--- config.mk ---
export PLATFORM = sky130hd
export DESIGN_NAME = ovc_guard
export DESIGN_NICKNAME = d
export VERILOG_FILES = /design/src/rtl/ovc_pkg.sv /design/src/rtl/ovc_sync.sv /design/src/rtl/ovc_datapath.sv /design/src/rtl/ovc_control.sv /design/src/rtl/ovc_guard.sv
export SDC_FILE = /design/constraint.sdc
export NUM_CORES = 1
export LEC_CHECK = 0
export BUFFER_PORTS_ARGS = -buffer_cell sky130_fd_sc_hd__buf_2
export CAP_MARGIN = 20
export CORE_AREA = 2 2 96 98
export DETAILED_ROUTE_END_ITERATION = 8
export DIE_AREA = 0 0 98 100
export HOLD_SLACK_MARGIN = 0.05
export SYNTH_ARGS = -nofsm -noshare
export SYNTH_HDL_FRONTEND = slang
export SYNTH_HIERARCHICAL = 1
export SYNTH_SLANG_ARGS = --single-unit
--- constraint.sdc ---
create_clock -name clk -period 3.17 [get_ports clk]
set_clock_uncertainty 0.2 [all_clocks]
set_input_delay 0.4755 -clock clk [delete_from_list [all_inputs] [get_ports clk]]
set_output_delay 0.4755 -clock clk [all_outputs]
set_load 0.005 [all_outputs]
--- src/rtl/ovc_pkg.sv ---
package ovc_pkg;
  localparam int MAX_CELLS = 5;

  typedef enum logic {ST_NORMAL = 1'b0, ST_OVER = 1'b1} ovc_state_e;

  // strobes from control to datapath
  typedef struct packed {
    logic clrDet;
    logic incDet;
    logic clrGap;
    logic incGap;
    logic clrRel;
    logic incRel;
    logic clrTest;
    logic incTest;
    logic useShort;
  } ovc_ctl_t;

  // conditions from datapath to control
  typedef struct packed {
    logic anyOver;
    logic allUnder;
    logic testReq;
    logic uvlo;
    logic detDone;
    logic gapDone;
    logic relDone;
    logic testDone;
  } ovc_sts_t;
endpackage

--- src/rtl/ovc_sync.sv ---
module ovc_sync #(
  parameter int WIDTH = 1
) (
  input  logic             clk,
  input  logic             rstN,
  input  logic [WIDTH-1:0] asyncIn,
  output logic [WIDTH-1:0] syncOut
);
  logic [WIDTH-1:0] stage1;

  always_ff @(posedge clk or negedge rstN) begin
    if (!rstN) begin
      stage1  <= '0;
      syncOut <= '0;
    end else begin
      stage1  <= asyncIn;
      syncOut <= stage1;
    end
  end
endmodule

--- src/rtl/ovc_datapath.sv ---
module ovc_datapath
  import ovc_pkg::*;
#(
  parameter int NUM_CELLS        = 5,
  parameter int BASE_DELAY_TICKS = 1000,
  parameter int RESET_WIN_TICKS  = 12,
  parameter int RELEASE_TICKS    = 2,
  parameter int TEST_ENTRY_TICKS = 64,
  parameter int TEST_DELAY_TICKS = 32
) (
  input  logic                 clk,
  input  logic                 rstN,
  input  logic [MAX_CELLS-1:0] overFlag,
  input  logic [MAX_CELLS-1:0] underFlag,
  input  logic                 testReq,
  input  logic                 uvloFlag,
  input  logic [1:0]           delaySel,
  input  ovc_ctl_t             ctl,
  output ovc_sts_t             sts
);
  localparam int LONGEST = (BASE_DELAY_TICKS * 8 > TEST_DELAY_TICKS) ?
                           BASE_DELAY_TICKS * 8 : TEST_DELAY_TICKS;
  localparam int DET_W  = $clog2(LONGEST + 1);
  localparam int GAP_W  = $clog2(RESET_WIN_TICKS + 1);
  localparam int REL_W  = $clog2(RELEASE_TICKS + 1);
  localparam int TST_W  = $clog2(TEST_ENTRY_TICKS + 1);
  localparam int SYNC_W = 2 * MAX_CELLS + 2;

  logic [SYNC_W-1:0]    rawFlags;
  logic [SYNC_W-1:0]    syncFlags;
  logic [MAX_CELLS-1:0] overS;
  logic [MAX_CELLS-1:0] underS;
  logic [MAX_CELLS-1:0] cellMask;
  logic [DET_W-1:0]     detCnt;
  logic [DET_W-1:0]     detLimit;
  logic [GAP_W-1:0]     gapCnt;
  logic [REL_W-1:0]     relCnt;
  logic [TST_W-1:0]     testCnt;

  assign rawFlags = {uvloFlag, testReq, underFlag, overFlag};

  ovc_sync #(.WIDTH(SYNC_W)) u_sync (
    .clk    (clk),
    .rstN   (rstN),
    .asyncIn(rawFlags),
    .syncOut(syncFlags)
  );

  assign overS  = syncFlags[MAX_CELLS-1:0];
  assign underS = syncFlags[2*MAX_CELLS-1:MAX_CELLS];

  for (genvar c = 0; c < MAX_CELLS; c++) begin : g_mask
    assign cellMask[c] = (c < NUM_CELLS);
  end

  assign detLimit = ctl.useShort ? DET_W'(TEST_DELAY_TICKS)
                                 : (DET_W'(BASE_DELAY_TICKS) << delaySel);

  always_comb begin
    sts.anyOver  = |(overS & cellMask);
    sts.allUnder = &(underS | ~cellMask);
    sts.testReq  = syncFlags[SYNC_W-2];
    sts.uvlo     = syncFlags[SYNC_W-1];
    sts.detDone  = (detCnt + DET_W'(1)) >= detLimit;
    sts.gapDone  = (gapCnt + GAP_W'(1)) >= GAP_W'(RESET_WIN_TICKS);
    sts.relDone  = (relCnt + REL_W'(1)) >= REL_W'(RELEASE_TICKS);
    sts.testDone = (testCnt + TST_W'(1)) >= TST_W'(TEST_ENTRY_TICKS);
  end

  always_ff @(posedge clk or negedge rstN) begin
    if (!rstN) begin
      detCnt  <= '0;
      gapCnt  <= '0;
      relCnt  <= '0;
      testCnt <= '0;
    end else begin
      if (ctl.clrDet)       detCnt <= '0;
      else if (ctl.incDet)  detCnt <= detCnt + DET_W'(1);
      if (ctl.clrGap)       gapCnt <= '0;
      else if (ctl.incGap)  gapCnt <= gapCnt + GAP_W'(1);
      if (ctl.clrRel)       relCnt <= '0;
      else if (ctl.incRel)  relCnt <= relCnt + REL_W'(1);
      if (ctl.clrTest)      testCnt <= '0;
      else if (ctl.incTest) testCnt <= testCnt + TST_W'(1);
    end
  end
endmodule

--- src/rtl/ovc_control.sv ---
module ovc_control
  import ovc_pkg::*;
(
  input  logic     clk,
  input  logic     rstN,
  input  logic     tickEn,
  input  ovc_sts_t sts,
  output ovc_ctl_t ctl,
  output logic     inOver,
  output logic     testLatch
);
  ovc_state_e state, stateNext;
  logic armed, armedNext;
  logic latchNext;

  always_comb begin
    ctl          = '0;
    ctl.useShort = testLatch;
    stateNext    = state;
    armedNext    = armed;
    latchNext    = testLatch;
    if (sts.uvlo) begin
      ctl.clrDet  = 1'b1;
      ctl.clrGap  = 1'b1;
      ctl.clrRel  = 1'b1;
      ctl.clrTest = 1'b1;
      stateNext   = ST_NORMAL;
      armedNext   = 1'b0;
      latchNext   = 1'b0;
    end else if (tickEn) begin
      case (state)
        ST_NORMAL: begin
          if (sts.testReq) begin
            if (sts.testDone) begin
              latchNext   = 1'b1;
              ctl.clrTest = 1'b1;
            end else begin
              ctl.incTest = 1'b1;
            end
          end else begin
            ctl.clrTest = 1'b1;
          end
          if (sts.anyOver) begin
            ctl.clrGap = 1'b1;
            if (sts.detDone) begin
              stateNext  = ST_OVER;
              armedNext  = 1'b0;
              latchNext  = 1'b0;
              ctl.clrDet = 1'b1;
              ctl.clrRel = 1'b1;
            end else begin
              ctl.incDet = 1'b1;
              armedNext  = 1'b1;
            end
          end else if (armed) begin
            if (sts.gapDone) begin
              armedNext  = 1'b0;
              ctl.clrDet = 1'b1;
              ctl.clrGap = 1'b1;
            end else begin
              ctl.incGap = 1'b1;
            end
          end
        end
        ST_OVER: begin
          ctl.clrTest = 1'b1;
          if (sts.allUnder) begin
            if (sts.relDone) begin
              stateNext  = ST_NORMAL;
              ctl.clrRel = 1'b1;
            end else begin
              ctl.incRel = 1'b1;
            end
          end else begin
            ctl.clrRel = 1'b1;
          end
        end
        default: stateNext = ST_NORMAL;
      endcase
    end
  end

  always_ff @(posedge clk or negedge rstN) begin
    if (!rstN) begin
      state     <= ST_NORMAL;
      armed     <= 1'b0;
      testLatch <= 1'b0;
    end else begin
      state     <= stateNext;
      armed     <= armedNext;
      testLatch <= latchNext;
    end
  end

  assign inOver = (state == ST_OVER);
endmodule

--- src/rtl/ovc_guard.sv ---
module ovc_guard
  import ovc_pkg::*;
#(
  parameter int NUM_CELLS        = 5,
  parameter bit ACTIVE_HIGH      = 1'b1,
  parameter int BASE_DELAY_TICKS = 1000,
  parameter int RESET_WIN_TICKS  = 12,
  parameter int RELEASE_TICKS    = 2,
  parameter int TEST_ENTRY_TICKS = 64,
  parameter int TEST_DELAY_TICKS = 32
) (
  input  logic       clk,
  input  logic       rstN,
  input  logic       tickEn,
  input  logic [1:0] delaySel,
  input  logic [4:0] overFlag,
  input  logic [4:0] underFlag,
  input  logic       testReq,
  input  logic       uvloFlag,
  output logic       chargeCut
);
  ovc_ctl_t ctl;
  ovc_sts_t sts;
  logic     inOver;
  logic     testLatch;

  ovc_datapath #(
    .NUM_CELLS       (NUM_CELLS),
    .BASE_DELAY_TICKS(BASE_DELAY_TICKS),
    .RESET_WIN_TICKS (RESET_WIN_TICKS),
    .RELEASE_TICKS   (RELEASE_TICKS),
    .TEST_ENTRY_TICKS(TEST_ENTRY_TICKS),
    .TEST_DELAY_TICKS(TEST_DELAY_TICKS)
  ) u_dp (
    .clk      (clk),
    .rstN     (rstN),
    .overFlag (overFlag),
    .underFlag(underFlag),
    .testReq  (testReq),
    .uvloFlag (uvloFlag),
    .delaySel (delaySel),
    .ctl      (ctl),
    .sts      (sts)
  );

  ovc_control u_ctrl (
    .clk      (clk),
    .rstN     (rstN),
    .tickEn   (tickEn),
    .sts      (sts),
    .ctl      (ctl),
    .inOver   (inOver),
    .testLatch(testLatch)
  );

  if (ACTIVE_HIGH) begin : g_pol_high
    assign chargeCut = inOver;
  end else begin : g_pol_low
    assign chargeCut = ~inOver;
  end
endmodule

==> Implementation_results.wiki, run 1 <==
{| class="wikitable"
! Metric !! Value
|-
| Routability cong. || 0.782
|-
| Port Buffer Count || 17
|-
| Total placed instance area || ~3200 um2
|-
| Clock-pin transition on the worst setup and hold timing paths || 0.11 ns
|-
| Number of clock buffers inserted by TritonCTS || 5
|-
| Final cycle utilization of the critical path || 105%
|-
| Top delay family on crit path || simple AND/OR/NAND/NOR gates
|-
| Largest voltage drop on the vdd net || approximately 0.29 mV
|-
| FF/Latch Area || ~1300 um2
|-
| Buf+Inv Stages, Crit Path || 3
|-
| Area occupied by multi-input gates || 1350 um2
|-
| Critical Path AT || roughly 3.4 ns
|-
| Detail-routed via count per cell || between 4 and 5
|-
| Number of global-route vias before repair || ~2000
|-
| Final Non-Filler Cells || approximately 430
|-
| Die width || between 90 and 100 um
|-
| Fill count || ~890
|-
| Violated checks || negative setup slack
|-
| H-tree depth reported by CTS || 2
|-
| Worst-Margin Slew || between 0.7 and 0.8 ns
|-
| Final std cell area, no fill || 3480 um2
|-
| Outcome || finished, violations left
|-
| Reg2Reg Setup Slack || -0.17 ns
|-
| Post-synthesis cell area || 2590 um2
|-
| Post-Place Cells || ~410
|-
| Global-route wire length before repair || 8.71 mm
|-
| Number of antenna violations at the first check in global routing || 0
|-
| DRT Pass-1 Iters || 4
|-
| Area share of the largest cell type after synthesis || around 51%
|-
| Max-cap check violation count || 0
|-
| Net total in the final layout || 347
|-
| Cell repeated most along the worst path || sky130_fd_sc_hd__buf_4
|-
| Maximum number of pins on one net before global-route repair || 28
|-
| Area growth, synth to finish || 34.3%
|-
| Class of the most critical setup path || reg -> reg
|-
| Detailed placer's ending HPWL || around 3.6 mm
|-
| Fraction of final layout cells with drive strength greater than 1 || about 34%
|-
| Overflow left after global routing || 0
|-
| Cell row count || 35
|-
| Initial core utilization || around 29%
|-
| Number of cells on the worst hold path || 1
|-
| Post-detailed-route count of antenna-violating nets || 0
|-
| Achievable clock frequency || 299 MHz
|-
| Max FO, Critical Path || 5
|-
| DR vias || around 2000
|-
| Crit path launch type || flop
|-
| Synthesized area per cell || between 10 and 15 um2
|-
| Vertical die dimension || 100 um
|-
| Worst Hold End || u_dp/u_sync/stage1[3]
|-
| Maximum clock insertion buffer count || 2
|-
| Die area || between 9000 and 10000 um2
|-
| Distinct cell type count after synthesis || 40
|-
| Hold path startpoint || overFlag[3]
|-
| Clock sink total || 53
|-
| Total power density per cell area || between 300 and 400 nW/um2
|-
| Total negative slack for setup checks || -1.18 ns
|-
| Number of placed I/O pins || 18
|-
| Min-Delay Path Class || in -> reg
|-
| Final setup violation count || 9
|-
| Root buf cell || sky130_fd_sc_hd__clkbuf_8
|-
| First-iteration detailed-routing DRC count || slightly below 100
|-
| Crit path capture type || flop
|-
| Worst reg2reg startpoint || u_dp/detCnt[5]
|-
| Proportion of synthesized chip area in sequential cells || 51.2%
|-
| Most area-consuming cells after synthesis || sky130_fd_sc_hd__dfrtp_1, sky130_fd_sc_hd__ha_1, sky130_fd_sc_hd__xor2_1
|-
| Crit-path cells || buf_4, buf_4, nand2_1, nor2_2, xor2_1, ha_1, a41oi_2, a211oi_1, or3_4, nand3b_1, nor2_1, buf_4, nand4_4, or4_1, a21oi_1
|-
| Reg2Reg Depth || 15
|-
| #FFs+latches synth || 53
|-
| Clk Latency, worst-skew pair || ~0.31 ns
|-
| Largest stage delay, worst path || between 0.4 and 0.5 ns
|-
| Slowest-stage cell, CP || sky130_fd_sc_hd__or4_1
|-
| Total count of max-transition violations in the final report || 0
|-
| Endpoint of the lowest-slack register-to-register path || u_dp/detCnt[10]
|-
| Count of inserted antenna diode cells || 0
|-
| Final routed DRC violation total || 0
|-
| Total nets after synthesis || 275
|-
| Final Total Pwr || 0.00120 W
|-
| Worst relative slew slack || approximately 48%
|-
| Biggest area consumer among synthesized cells || sky130_fd_sc_hd__dfrtp_1
|-
| Leakage Power || 1.62 nW
|-
| Commonest cells after routing, fill and taps aside || sky130_fd_sc_hd__buf_4, sky130_fd_sc_hd__dfrtp_1, sky130_fd_sc_hd__nor2_1
|-
| Synth warnings || 6
|-
| Final routed wirelength across all metal layers || ~5 mm
|-
| CTS tree || done
|-
| Overall routing resource usage || approximately 11%
|-
| Worst Setup Slack, final || -0.169 ns
|-
| Shortest clock period the worst path allows after layout || 3.34 ns
|-
| Number of failing hold endpoints at the final stage || 0
|-
| Setup repair after global routing missed its margin || true
|-
| Average routed wire per standard cell || 11.6 um
|-
| Worst path required time || ~3.2 ns
|-
| Count of mapped cells out of synthesis || ~250
|-
| Core area || 8890 um2
|}
## what timing repair did
| item | 4_1_cts | 5_1_grt |
|---|---|---|
| pin swaps | 13 | 10 |
| gates cloned | 0 | 0 |
| endpoints found under the hold margin | 26 | 5 |
| setup endpoints to repair | 10 | 13 |
| buffers inserted | 9 | 1 |
| hold buffers | 1 | 5 |
| resized for setup | 10 | 8 |
## worst max path at each step
| stage | to | cells past startpoint | from | slack [ns] |
|---|---|---|---|---|
| floorplan | u_dp/detCnt[10] | 14 | u_dp/detCnt[0] | -0.02 |
| global placement | u_dp/detCnt[10] | 12 | delaySel[0] | -0.15 |
| detailed placement | u_dp/detCnt[12] | 14 | u_dp/detCnt[1] | -0.20 |
| CTS | u_dp/detCnt[12] | 14 | u_dp/detCnt[7] | -0.16 |
| global route | u_dp/detCnt[6] | 15 | u_dp/detCnt[0] | -0.33 |
| finish | u_dp/detCnt[10] | 15 | u_dp/detCnt[5] | -0.17 |
## Yosys cell counts, drive strengths merged
cell    instances
dfrtp          53
nor2           30
xor2           17
nand2          14
ha             13
a21oi          11
nand4          10
nand3           9
xnor2           9
nor2b           8
o21ai           8
or3             6
buf             5
inv             5
nor3            5
clkbuf          4
mux2            4
nand2b          4
o31ai           4
a21o            3
mux2i           3
nor4            3
or4             3
a211oi          2
a31oi           2
nand3b          2
a32oi           1
a41oi           1
and3            1
and4            1
nor3b           1
nor4b           1
o21bai          1
or3b            1
## power by group
part	internal [W]	switching, W
Combinational	0.0000434	0.0000475
Sequential	0.000694	0.00000907
Clock	0.000166	0.000238
Total	0.000903	0.000294
## per-stage QoR
stage | setup slack (ns) | hold WS [ns] | utilization [%]
after global placement | -0.154 | 0.132 | 35.6
after CTS | -0.155 | 0.0530 | 38.1
after detailed placement | -0.204 | 0.135 | 35.6
final | -0.169 | 0.0642 | 39.1
after global routing | -0.326 | 0.0500 | 39.1
after floorplan | -0.0158 | -0.0201 | -
## worst reg2reg max path, delay by kind of cell (launching register included)
kind / cells / cell delay (ns)
fa+ha+maj: 1 / 0.33
simple gates: 7 / 1.35
buf+inv: 3 / 0.44
xor+xnor: 1 / 0.14
flops: 1 / 0.41
compound gates: 3 / 0.40
## per-layer routing
layer  wire length [um]  up-vias  share of wire [%]  global-route usage [%]
met5                  0        -                  0                       0
met4                 68        0                1.4                    3.53
met3                202        6                4.1                    2.58
met2               2330       33                 47                    17.7
met1               2380      911                 48                    14.2
li1                   -     1003                  -                       -
## cell type report
cell class	instances	share of cell area, %
clock buffers	5	1.98
clock inverters	3	0.828
inverters	5	0.612
multi-input cells	178	38.9
flip-flops and latches	53	38.3
well taps	111	3.99
repair buffers	74	15.4
## kinds of logic (layout without fill, tap and decap cells)
group	after synthesis	count (layout)	share of synthesized area, %
buffers and inverters	14	87	2.37
AO/OA/AOI/OAI	33	33	7.73
multiplexers	7	7	2.90
XOR/XNOR	26	26	8.80
flip-flops	53	53	51.2
AND/OR/NAND/NOR	99	99	20.7
adder cells (fa/ha/maj)	13	13	6.28
## sequential cells by signal, indices dropped and copies added (netlist names)
| signal | count |
|---|---|
| u_dp/u_sync/syncOut | 12 |
| u_ctrl/armed | 1 |
| u_dp/detCnt | 13 |
| u_ctrl/inOver | 1 |
| u_dp/testCnt | 7 |
| u_dp/relCnt | 2 |
| u_dp/gapCnt | 4 |
| u_dp/u_sync/stage1 | 12 |
| u_ctrl/testLatch | 1 |
Power figures use the tool's default switching activity.
==> run 2: changes to the inputs <==
ABC_AREA = 1   (was not set)
CORE_AREA = 2 2 97 99   (was 2 2 96 98)
DIE_AREA = 0 0 99 101   (was 0 0 98 100)
==> Implementation_results.wiki, run 2 <==
{| class="wikitable"
! Metric !! Value
|-
| Count of mapped cells out of synthesis || 312 (+27%)
|-
| Commonest cells after routing, fill and taps aside || sky130_fd_sc_hd__nand2_1, sky130_fd_sc_hd__dfrtp_1, sky130_fd_sc_hd__inv_1
|-
| Max FO, Critical Path || 6 (+1)
|-
| Source of the critical timing path || u_dp/detCnt[1]
|-
| Crit path capture type || flop
|-
| Critical Path AT || 3.00 ns (-0.38 ns)
|-
| Detailed placer's ending HPWL || 3.58 mm (+0.64%)
|-
| Synth cell count leaders || sky130_fd_sc_hd__nand2_1, sky130_fd_sc_hd__dfrtp_1, sky130_fd_sc_hd__inv_1, sky130_fd_sc_hd__nand3_1, sky130_fd_sc_hd__nor2_1
|-
| Cell row count || 35 (unchanged)
|-
| Number of antenna violations at the first check in global routing || 0 (unchanged)
|-
| Total negative slack for setup checks || 0 ns (+1.18 ns)
|-
| Die area || 10000 um2 (+2.0%)
|-
| Class of the most critical setup path || reg -> reg
|-
| DR vias || 2099 (+7.5%)
|-
| Synthesized area per cell || 8.49 um2 (-20%)
|-
| Final routed wirelength across all metal layers || 4.80 mm (-3.7%)
|-
| Biggest area consumer among synthesized cells || sky130_fd_sc_hd__dfrtp_1
|-
| Area share of the largest cell type after synthesis || 50.0% (-1.2 points)
|-
| Clock-pin transition on the worst setup and hold timing paths || 0.10 ns (about the same)
|-
| Clock sink total || 53 (unchanged)
|-
| Port Buffer Count || 17 (unchanged)
|-
| Worst path required time || 3.17 ns (-0.04 ns)
|-
| Count of inserted antenna diode cells || 0 (unchanged)
|-
| Worst relative slew slack || 65.5% (+17 points)
|-
| Average routed wire per standard cell || 10.4 um (-10%)
|-
| #FFs+latches synth || 53 (unchanged)
|-
| Post-placement setup slack || 0.121 ns (+0.325 ns)
|-
| Worst-Margin Slew || 0.512 ns (-0.256 ns)
|-
| Maximum clock insertion buffer count || 2 (unchanged)
|-
| Number of placed I/O pins || 18 (unchanged)
|-
| Most area-consuming cells after synthesis || sky130_fd_sc_hd__dfrtp_1, sky130_fd_sc_hd__nand2_1, sky130_fd_sc_hd__ha_1
|-
| Slowest-stage cell, CP || sky130_fd_sc_hd__dfrtp_1
|-
| Crit-path cells || ha_4, nand2_1, nor2_4, nand4_1, and2_1, ha_1, nand2_1, nor2_1, nand3_1, nand3_2, nor2_4, o21ai_2, nor2_1, buf_4, a22o_1
|-
| H-tree depth reported by CTS || 2 (unchanged)
|-
| Worst reg2reg startpoint || u_dp/detCnt[1]
|-
| Min-Delay Path Class || in -> reg
|-
| Crit path launch type || flop
|-
| Top delay family on crit path || simple AND/OR/NAND/NOR gates
|-
| Max-cap check violation count || 0 (unchanged)
|-
| Proportion of synthesized chip area in sequential cells || 50.0% (-1.2 points)
|-
| Maximum number of pins on one net before global-route repair || 36 (+29%)
|-
| Largest stage delay, worst path || 0.42 ns (about the same)
|-
| Number of global-route vias before repair || 2065 (+4.3%)
|-
| Total placed instance area || 2900 um2 (-8.4%)
|-
| Root buf cell || sky130_fd_sc_hd__clkbuf_8
|-
| Hold path startpoint || uvloFlag
|-
| Final std cell area, no fill || 3130 um2 (-9.9%)
|-
| Fraction of final layout cells with drive strength greater than 1 || 14.6% (-19 points)
|-
| Outcome || finished clean
|-
| Total count of max-transition violations in the final report || 0 (unchanged)
|-
| Distinct cell type count after synthesis || 31 (-23%)
|-
| Flip-flop count of the largest register, all copies and words added || 13 (unchanged)
|-
| Synth warnings || 6 (unchanged)
|-
| Overflow left after global routing || 0 (unchanged)
|-
| Final routed DRC violation total || 0 (unchanged)
|-
| Core area || 8980 um2 (+0.99%)
|-
| Post-synth EDFFs || 0 (unchanged)
|-
| Detail-routed via count per cell || 4.55 (about the same)
|-
| Shortest clock period the worst path allows after layout || 3.00 ns (-0.339 ns)
|-
| Post-synthesis cell area || 2650 um2 (+2.4%)
|-
| Number of failing hold endpoints at the final stage || 0 (unchanged)
|-
| Most frequently used flop master after synthesis || sky130_fd_sc_hd__dfrtp_1
|-
| DRT Pass-1 Iters || 4 (unchanged)
|-
| Final core utilization || 34.9% (-4.2 points)
|-
| Overall routing resource usage || 10.3% (-0.47 points)
|-
| Largest registers in the final layout || u_dp/detCnt x13, u_dp/u_sync/stage1 x12, u_dp/u_sync/syncOut x12
|-
| Die width || 99 um (+1.0%)
|-
| Final setup violation count || 0 (-9)
|-
| Net total in the final layout || 379 (+9.2%)
|-
| Final cycle utilization of the critical path || 94.7% (-11 points)
|-
| Worst Setup Slack, final || 0.169 ns (+0.339 ns)
|-
| Setup repair after global routing missed its margin || true
|-
| Clk Latency, worst-skew pair || 0.31 ns (about the same)
|-
| Total power density per cell area || 389 nW/um2 (+13%)
|-
| Vertical die dimension || 101 um (+1.0%)
|-
| Area growth, synth to finish || 18.3%
|-
| Final Total Pwr || 0.00122 W (+1.9%)
|-
| CTS tree || done
|-
| Routability cong. || 0.795 (+1.7%)
|-
| Proportion of register bits with asynchronous set or reset after synthesis || 100% (unchanged)
|-
| Most numerous cell in the Yosys netlist || sky130_fd_sc_hd__nand2_1
|-
| Global-route wire length before repair || 8.54 mm (-2.0%)
|-
| Buf+Inv Stages, Crit Path || 1 (-2)
|-
| Achievable clock frequency || 333 MHz (+11%)
|-
| Leakage Power || 1.58 nW (-2.5%)
|-
| Largest voltage drop on the vdd net || 0.229 mV (-22%)
|-
| Largest register by flop count || u_dp/detCnt
|-
| Commonest non-fill, non-tap cell in the layout || sky130_fd_sc_hd__nand2_1
|-
| Total nets after synthesis || 342 (+24%)
|-
| Number of clock buffers inserted by TritonCTS || 5 (unchanged)
|-
| First-iteration detailed-routing DRC count || 65 (-33%)
|-
| Post-detailed-route count of antenna-violating nets || 0 (unchanged)
|-
| Initial core utilization || 29.5% (+0.40 points)
|}
## run 2: cell count changes after synthesis, moves of 6 or more
cell                      change
sky130_fd_sc_hd__nand2_1     +70
sky130_fd_sc_hd__inv_1       +38
sky130_fd_sc_hd__nand3_1     +15
sky130_fd_sc_hd__xor2_1      -13
sky130_fd_sc_hd__nor2_1       -9
sky130_fd_sc_hd__o21ai_0      +9
sky130_fd_sc_hd__nor2b_1      -7
sky130_fd_sc_hd__xnor2_1      -7
sky130_fd_sc_hd__or3_1        -6
## run 2: logic make-up (layout without fill, tap and decap cells)
logic type | Yosys count | count (layout) | share of synthesized area, %
AO/OA/AOI/OAI | 36 | 36 | 7.93
AND/OR/NAND/NOR | 158 | 158 | 27.2
XOR/XNOR | 6 | 6 | 1.98
adder cells (fa/ha/maj) | 13 | 13 | 6.14
flip-flops | 53 | 53 | 50.0
buffers and inverters | 46 | 84 | 6.70
## run 2: worst register-to-register path, cell delays in order, from the launching register on
cell	delay [ns]
sky130_fd_sc_hd__dfrtp_1	0.42
sky130_fd_sc_hd__ha_4	0.17
sky130_fd_sc_hd__nand2_1	0.08
sky130_fd_sc_hd__nor2_4	0.18
sky130_fd_sc_hd__nand4_1	0.14
sky130_fd_sc_hd__and2_1	0.19
sky130_fd_sc_hd__ha_1	0.32
sky130_fd_sc_hd__nand2_1	0.09
sky130_fd_sc_hd__nor2_1	0.16
sky130_fd_sc_hd__nand3_1	0.11
sky130_fd_sc_hd__nand3_2	0.12
sky130_fd_sc_hd__nor2_4	0.05
sky130_fd_sc_hd__o21ai_2	0.19
sky130_fd_sc_hd__nor2_1	0.10
sky130_fd_sc_hd__buf_4	0.17
sky130_fd_sc_hd__a22o_1	0.21
## run 2: cell type report
type | count | area [um2]
Multi-Input combinational cell | 213 | 1180
Inverter | 44 | 165
Tap cell | 111 | 139
Sequential cell | 53 | 1330
Clock buffer | 5 | 68.8
Timing Repair Buffer | 32 | 221
Clock inverter | 3 | 33.8
Fill cell | 902 | 5840
## run 2: what timing repair did
item                                    CTS  global route
endpoints found under the setup margin    0            13
hold buffers                              1             7
gates resized for setup                   0             9
endpoints found under the hold margin    18             7
setup buffers                             0             2
## run 2: worst paths after layout
kind | endpoint | slack [ns] | cells past startpoint
max | u_dp/detCnt[1] | 0.17 | 15
min | u_dp/u_sync/stage1[11] | 0.07 | 1
max reg2reg | u_dp/detCnt[1] | 0.17 | 15
min reg2reg | u_dp/u_sync/syncOut[4] | 0.16 | 0
max in group asynchronous | u_dp/u_sync/syncOut[0] | 1.56 | 3
min in group asynchronous | u_dp/testCnt[4] | 0.42 | 2
## run 2: routing by layer
metal  track usage (%)  share of wire, %
met5                 0                 0
met4              3.79               1.4
met2              17.7                47
met3              2.36               3.9
met1              12.8                48
## run 2: metrics by stage
| stage | hold WS [ns] | std cells |
|---|---|---|
| finish | 0.0671 | 461 |
| floorplan | -0.0201 | 312 |
| global placement | 0.135 | 443 |
| detailed placement | 0.136 | 443 |
| CTS | 0.0533 | 452 |
| global route | 0.0499 | 461 |
## run 2: where the power goes
| part | switching, W | internal, W | total, W |
|---|---|---|---|
| registers | 0.0000171 | 0.000701 | 0.000718 |
| clock network | 0.000235 | 0.000165 | 0.000400 |
| logic | 0.0000613 | 0.0000404 | 0.000102 |
